`src/rtl/mou_pkg.sv`:
```
package mou_pkg;

    typedef enum logic [1:0] {
        ST_READY     = 2'd0,
        ST_LOAD_RSP  = 2'd1,
        ST_FETCH_RSP = 2'd2,
        ST_HALTED    = 2'd3
    } mou_state_e;

    localparam int unsigned LANES      = 4;
    localparam int unsigned DATA_W     = 8 * LANES;
    localparam int unsigned CNT_W      = $clog2(LANES) + 1;
    localparam logic [11:0] ORDER_CSR  = 12'h310;
    localparam int unsigned ORDER_BIT  = 5;

    function automatic logic [CNT_W-1:0] size_to_count(input logic [1:0] sz);
        unique case (sz)
            2'd0:    size_to_count = CNT_W'(1);
            2'd1:    size_to_count = CNT_W'(2);
            default: size_to_count = CNT_W'(LANES);
        endcase
    endfunction

endpackage

```
`src/rtl/byte_lane_order.sv`:
```
module byte_lane_order
    import mou_pkg::*;
(
    input  logic [DATA_W-1:0] din,
    input  logic [CNT_W-1:0]  nbytes,
    input  logic              reverse,
    output logic [DATA_W-1:0] dout
);
    for (genvar i = 0; i < LANES; i++) begin : g_lane
        always_comb begin
            logic [CNT_W-1:0] src;
            if (reverse) begin
                src = nbytes - CNT_W'(1) - CNT_W'(i);
            end else begin
                src = CNT_W'(i);
            end
            if (CNT_W'(i) < nbytes) begin
                dout[8*i +: 8] = din[8*src[CNT_W-2:0] +: 8];
            end else begin
                dout[8*i +: 8] = 8'h00;
            end
        end
    end
endmodule

```
`src/rtl/addr_range_chk.sv`:
```
module addr_range_chk
    import mou_pkg::*;
#(
    parameter int unsigned RAM_BYTES = 65536
) (
    input  logic [31:0]      addr,
    input  logic [CNT_W-1:0] nbytes,
    output logic             in_range
);
    localparam logic [32:0] LAST_BYTE = 33'(RAM_BYTES) - 33'd1;

    logic [32:0] last_addr;

    always_comb begin
        last_addr = {1'b0, addr} + 33'(nbytes) - 33'd1;
        in_range  = (last_addr <= LAST_BYTE);
    end
endmodule

```
`src/rtl/order_csr.sv`:
```
module order_csr
    import mou_pkg::*;
(
    input  logic        clk,
    input  logic        rst_n,
    input  logic        reload,
    input  logic        csr_we,
    input  logic [11:0] csr_addr,
    input  logic [31:0] csr_wdata,
    output logic [31:0] csr_rdata,
    output logic        big_endian
);
    logic hit;

    assign hit = (csr_addr == ORDER_CSR);

    always_ff @(posedge clk or negedge rst_n) begin
        if (!rst_n) begin
            big_endian <= 1'b0;
        end else if (reload) begin
            big_endian <= 1'b0;
        end else if (csr_we && hit) begin
            big_endian <= csr_wdata[ORDER_BIT];
        end
    end

    always_comb begin
        csr_rdata = '0;
        if (hit) begin
            csr_rdata[ORDER_BIT] = big_endian;
        end
    end
endmodule

```
`src/rtl/mem_order_unit.sv`:
```
module mem_order_unit
    import mou_pkg::*;
#(
    parameter int unsigned RAM_BYTES = 65536,
    localparam int unsigned RAM_AW   = $clog2(RAM_BYTES)
) (
    input  logic              clk,
    input  logic              rst_n,
    input  logic              reload,
    input  logic [31:0]       pc,
    input  logic              fetch_req,
    input  logic [31:0]       fetch_addr,
    output logic              fetch_stall,
    output logic              fetch_rvalid,
    output logic [31:0]       fetch_rdata,
    input  logic              ls_req,
    input  logic              ls_we,
    input  logic [1:0]        ls_size,
    input  logic [31:0]       ls_addr,
    input  logic [31:0]       ls_wdata,
    output logic              ls_rvalid,
    output logic [31:0]       ls_rdata,
    input  logic              csr_we,
    input  logic [11:0]       csr_addr,
    input  logic [31:0]       csr_wdata,
    output logic [31:0]       csr_rdata,
    output logic              halt,
    output logic [31:0]       fault_addr,
    output logic [31:0]       fault_pc,
    output logic              ram_en,
    output logic              ram_we,
    output logic [RAM_AW-1:0] ram_addr,
    output logic [3:0]        ram_be,
    output logic [31:0]       ram_wdata,
    input  logic [31:0]       ram_rdata
);
    mou_state_e       state_q, state_d;
    logic             big_endian;
    logic             sel_data, sel_fetch, accept, in_range, fault;
    logic [31:0]      req_addr;
    logic [CNT_W-1:0] req_count;
    logic [CNT_W-1:0] rsp_count_q;
    logic             rsp_big_q;
    logic [31:0]      store_lanes;
    logic [31:0]      load_lanes;
    logic [31:0]      fetch_lanes;
    logic [LANES:0]   lane_mask;

    order_csr u_csr (
        .clk        (clk),
        .rst_n      (rst_n),
        .reload     (reload),
        .csr_we     (csr_we),
        .csr_addr   (csr_addr),
        .csr_wdata  (csr_wdata),
        .csr_rdata  (csr_rdata),
        .big_endian (big_endian)
    );

    // Request selection: data side has priority over fetch.
    always_comb begin
        sel_data  = ls_req;
        sel_fetch = fetch_req && !ls_req;
        req_addr  = sel_data ? ls_addr : fetch_addr;
        req_count = sel_data ? size_to_count(ls_size) : CNT_W'(LANES);
        accept    = (state_q != ST_HALTED) && !reload && (sel_data || sel_fetch);
        fault     = accept && !in_range;
    end

    addr_range_chk #(.RAM_BYTES(RAM_BYTES)) u_range (
        .addr     (req_addr),
        .nbytes   (req_count),
        .in_range (in_range)
    );

    byte_lane_order u_store_order (
        .din     (ls_wdata),
        .nbytes  (req_count),
        .reverse (big_endian),
        .dout    (store_lanes)
    );

    byte_lane_order u_load_order (
        .din     (ram_rdata),
        .nbytes  (rsp_count_q),
        .reverse (rsp_big_q),
        .dout    (load_lanes)
    );

    byte_lane_order u_fetch_order (
        .din     (ram_rdata),
        .nbytes  (CNT_W'(LANES)),
        .reverse (1'b0),
        .dout    (fetch_lanes)
    );

    // State register.
    always_ff @(posedge clk or negedge rst_n) begin
        if (!rst_n) begin
            state_q <= ST_READY;
        end else begin
            state_q <= state_d;
        end
    end

    // Next-state logic.
    always_comb begin
        state_d = state_q;
        unique case (state_q)
            ST_READY, ST_LOAD_RSP, ST_FETCH_RSP: begin
                if (reload) begin
                    state_d = ST_READY;
                end else if (fault) begin
                    state_d = ST_HALTED;
                end else if (accept && sel_data && !ls_we) begin
                    state_d = ST_LOAD_RSP;
                end else if (accept && sel_fetch) begin
                    state_d = ST_FETCH_RSP;
                end else begin
                    state_d = ST_READY;
                end
            end
            ST_HALTED: begin
                if (reload) begin
                    state_d = ST_READY;
                end
            end
            default: state_d = ST_READY;
        endcase
    end

    // Response context and fault capture.
    always_ff @(posedge clk or negedge rst_n) begin
        if (!rst_n) begin
            rsp_count_q <= CNT_W'(LANES);
            rsp_big_q   <= 1'b0;
            fault_addr  <= '0;
            fault_pc    <= '0;
        end else begin
            if (accept && sel_data) begin
                rsp_count_q <= req_count;
                rsp_big_q   <= big_endian;
            end
            if (fault) begin
                fault_addr <= req_addr;
                fault_pc   <= pc;
            end
        end
    end

    // Outputs.
    always_comb begin
        lane_mask    = (LANES+1)'((1 << req_count) - 1);
        ram_en       = accept && in_range;
        ram_we       = ram_en && sel_data && ls_we;
        ram_addr     = req_addr[RAM_AW-1:0];
        ram_be       = ram_we ? lane_mask[LANES-1:0] : 4'h0;
        ram_wdata    = store_lanes;
        fetch_stall  = fetch_req && ls_req;
        halt         = (state_q == ST_HALTED);
        ls_rvalid    = (state_q == ST_LOAD_RSP);
        fetch_rvalid = (state_q == ST_FETCH_RSP);
        ls_rdata     = ls_rvalid ? load_lanes : 32'h0;
        fetch_rdata  = fetch_rvalid ? fetch_lanes : 32'h0;
    end
endmodule

```
`config.mk`:
```
export PLATFORM = sky130hd
export DESIGN_NAME = mem_order_unit
export DESIGN_NICKNAME = d
export VERILOG_FILES = /design/src/rtl/mou_pkg.sv /design/src/rtl/byte_lane_order.sv /design/src/rtl/addr_range_chk.sv /design/src/rtl/order_csr.sv /design/src/rtl/mem_order_unit.sv
export SDC_FILE = /design/constraint.sdc
export NUM_CORES = 1
export LEC_CHECK = 0
export CELL_PAD_IN_SITES_DETAIL_PLACEMENT = 0
export CELL_PAD_IN_SITES_GLOBAL_PLACEMENT = 2
export CORE_AREA = 2 2 166 168
export DETAILED_ROUTE_END_ITERATION = 6
export DIE_AREA = 0 0 168 170
export DONT_BUFFER_PORTS = 1
export PLACE_DENSITY_LB_ADDON = 0.1
export SETUP_SLACK_MARGIN = 0.15
export SKIP_LAST_GASP = 1
export SLEW_MARGIN = 20
export SYNTH_ARGS = -nofsm -noshare
export SYNTH_HDL_FRONTEND = slang
export SYNTH_HIERARCHICAL = 1
export SYNTH_SLANG_ARGS = --single-unit
```
`constraint.sdc`:
```
create_clock -name clk -period 6.25 [get_ports clk]
set_input_delay 0.625 -clock clk [delete_from_list [all_inputs] [get_ports clk]]
set_output_delay 0.625 -clock clk [all_outputs]
set_load 0.01 [all_outputs]
```
==> flow_metrics.tcl <==
set metrics [dict create \
    cp_slowest_cell "a211o_1" \
    synth.avg_cell_area_um2 8.415 \
    finalSetupTns_ns 0 \
    skew_ns 0.008235 \
    start_kind "input port" \
    grt_pass1_wl_um 46540 \
    synth-main-ff-cell "dfrtp_1" \
    peakVddDrop_v 0.00009794 \
    setup_violations 0 \
    tritoncts.num_buffers 9 \
    clock_sinks 71 \
    cpPeakStageDelay_ns 0.37 \
    post_cts_resized 0 \
    h-tree-depth 3 \
    dp.cells 1338 \
    start_util_pct 33.44 \
    period_minus_slack_ns 5.504 \
    status "complete, no violations" \
    first_pass_iters 5 \
    synth_edf_count 0 \
    synth_area_um2 8911 \
    power_mw 1.894 \
    wl_um 31380 \
    r2r_cells 4 \
    place_area_um2 8751 \
    clk_path_buf_depth 2 \
    final_nets 1258 \
    synth_cells 1059 \
    synthTopCellsByArea "dfrtp_1 (20%), mux2_4 (6.7%), mux2_2 (6.4%), mux2i_1 (5.6%), o22ai_1 (5.2%)" \
    yosysUniqueCellTypes 68 \
    drv_cap 0 \
    synth.ff_latch_count 71 \
    track_usage_pct 21.05 \
    cp_num_buf_inv 5 \
    detail-route-antenna-nets 0 \
    fmax_ghz 0.1817 \
    synthSimpleGateAreaFrac_pct 20.81 \
    layout_commonest_cell "a21oi_1" \
    slew_headroom_pct 28.97 \
    antenna_found_initial 0 \
    drc 0 \
    r2r_slack_ns 4.21 \
    core-area_um2 26650 \
    critPathArrivalTime_ns 4.88 \
    finalMaxSlewViolations 0 \
    drtIter0Drc 496 \
    overflow 0 \
    worstPathCellList "nand2b_1, or2_2, inv_2, inv_1, ha_1, inv_1, ha_1, inv_1, fa_1, nor2b_1, o311ai_0, a211o_1, a21oi_1, nor3b_1, a221o_1, a211oi_2, nand4_1, nor4_1, buf_4, and4_1, nor2b_1" \
    seq_area_frac_synth_pct 19.95 \
    final-instance-count-excl-fill 1354 \
    setup_ws_ns 0.7463 \
    yosys.area.top_type "dfrtp_1" \
    cp_max_fo 24 \
    io_pins 431 \
    port_buffers 0 \
    worstMarginPinSlew_ns 1.065 \
    die_h_um 170 \
    rows 60 \
    cts_tree "done" \
    grt_pass1_vias 7506 \
    n_antenna_cell 0 \
    final_area_um2 9107 \
    fillers 2846 \
    gp_congestion 0.7682 \
    synth-xor-area-share_pct 1.179 \
    muxShareOfSynthArea_pct 22.97 \
    pre_cts_ws_ns 0.6857 \
    crit_type "in -> out" \
    drive_gt1_share_pct 14.41 \
    fin_crit_sh_pct 88.06 \
    min_path_type "in -> async" \
    synth_top_family_by_area "multiplexers" \
    post_cts.repair.setup_buffers 0 \
    post_drt_wl_per_cell_um 23.17 \
    synth_fa_ha_area_share_pct 5.139 \
    synth_compound_area_share_pct 18.52 \
    synth_top_area_share_pct 19.66 \
    root_buffer "clkbuf_16" \
    cpMostUsedCell "inv_1" \
    hold_viol_final 0 \
    setup.worst_path.end_class "output pin" \
    cellPowerDensity_nw_per_um2 207.9 \
    r2r_end "fault_pc[19]" \
    clk_latency_ns 0.34 \
    grt_max_degree 71 \
    critical_path.top_delay_family "simple AND/OR/NAND/NOR gates" \
    clkTransAtPathRegs_ns 0.06 \
    dpl.hpwl_um 23240 \
    reg2reg_from "state_q[0]" \
    final_cell_mix "a21oi_1 (77), o22ai_1 (74), dfrtp_1 (70)" \
    rsz0062_at_grt "false" \
    async_flop_share_pct 100.0 \
    crit_required_ns 5.62 \
    p_leak_nw 4.074 \
    syn_to_final_growth_pct 2.204 \
    via_per_inst 5.685 \
    dieWidth_um 168 \
    yosys_warnings 6 \
    vias 7698 \
    die_area_um2 28560 \
]
==> metrics by stage <==
| stage | hold slack, ns | util (%) |
|---|---|---|
| global route | 0.1034 | 34.17 |
| global placement | 0.3313 | 32.84 |
| finish | 0.1281 | 34.17 |
| detailed placement | 0.3316 | 32.84 |
| CTS | 0.1091 | 34.14 |
| floorplan | 0.3294 | - |
==> report_power, final <==
part / total [mW] / internal (mW) / switching [mW]
sequential: 0.651 / 0.536 / 0.114
combinational: 0.676 / 0.302 / 0.374
clock: 0.567 / 0.351 / 0.216
==> repair_timing <==
item,4_1_cts,5_1_grt
endpoints found under the setup margin,0,0
hold endpoints to repair,70,0
hold buffers,1,0
==> state kept, by name (all words and copies together), names as in the netlist <==
register,count
u_csr/big_endian,1
rsp_big_q,1
fault_pc,32
rsp_count_q,3
fault_addr,32
state_q,2
==> cell usage after synthesis (all sizes together), types with 35 or more instances <==
cell type  number
a21oi          81
and2           68
buf            97
dfrtp          70
ha             35
inv            54
mux2          124
mux2i          50
nand2          36
nand2b         37
nand3          39
nor2           66
o21ai          42
o22ai          74
==> how the worst max path moves through the flow <==
stage	start	end	slack (ns)	depth (start not counted)
6_report	ls_size[1]	ram_be[1]	0.75	21
5_1_grt	ls_size[1]	ram_be[1]	0.35	21
4_1_cts	ls_size[1]	ram_be[1]	0.67	21
3_5_place_dp	ls_size[1]	ram_be[1]	0.69	21
3_3_place_gp	ls_size[1]	ram_be[1]	0.66	21
2_1_floorplan	ls_req	ram_be[1]	1.06	22
==> area by class of cell <==
type | count | area [µm²] | share of cell area, %
Sequential cell | 71 | 1778 | 19.52
Tap cell | 341 | 426.7 | 4.685
Timing Repair Buffer | 8 | 80.08 | 0.8792
Inverter | 54 | 202.7 | 2.226
Clock buffer | 9 | 225.2 | 2.473
Clock inverter | 6 | 93.84 | 1.030
Multi-Input combinational cell | 865 | 6301 | 69.19
==> cell families (layout without fill, tap and decap cells) <==
logic type	count (synthesis)	after routing
AOI/OAI and AO/OA	269	269
xor gates and xnor gates	12	12
muxes	174	174
DFF	71	71
adders and majority gates	36	36
other	3	44
and+or+nand+nor	330	330
buffers and inverters	164	77
==> metal layers <==
metal | GRT usage (%) | routed length, µm | up-vias
met5 | 0 | 0 | -
li1 | - | - | 3669
met4 | 6.276 | 680 | 0
met2 | 36.15 | 15370 | 284
met3 | 4.070 | 2068 | 32
met1 | 26.79 | 13260 | 3713
(Power assumes the default switching activity.)
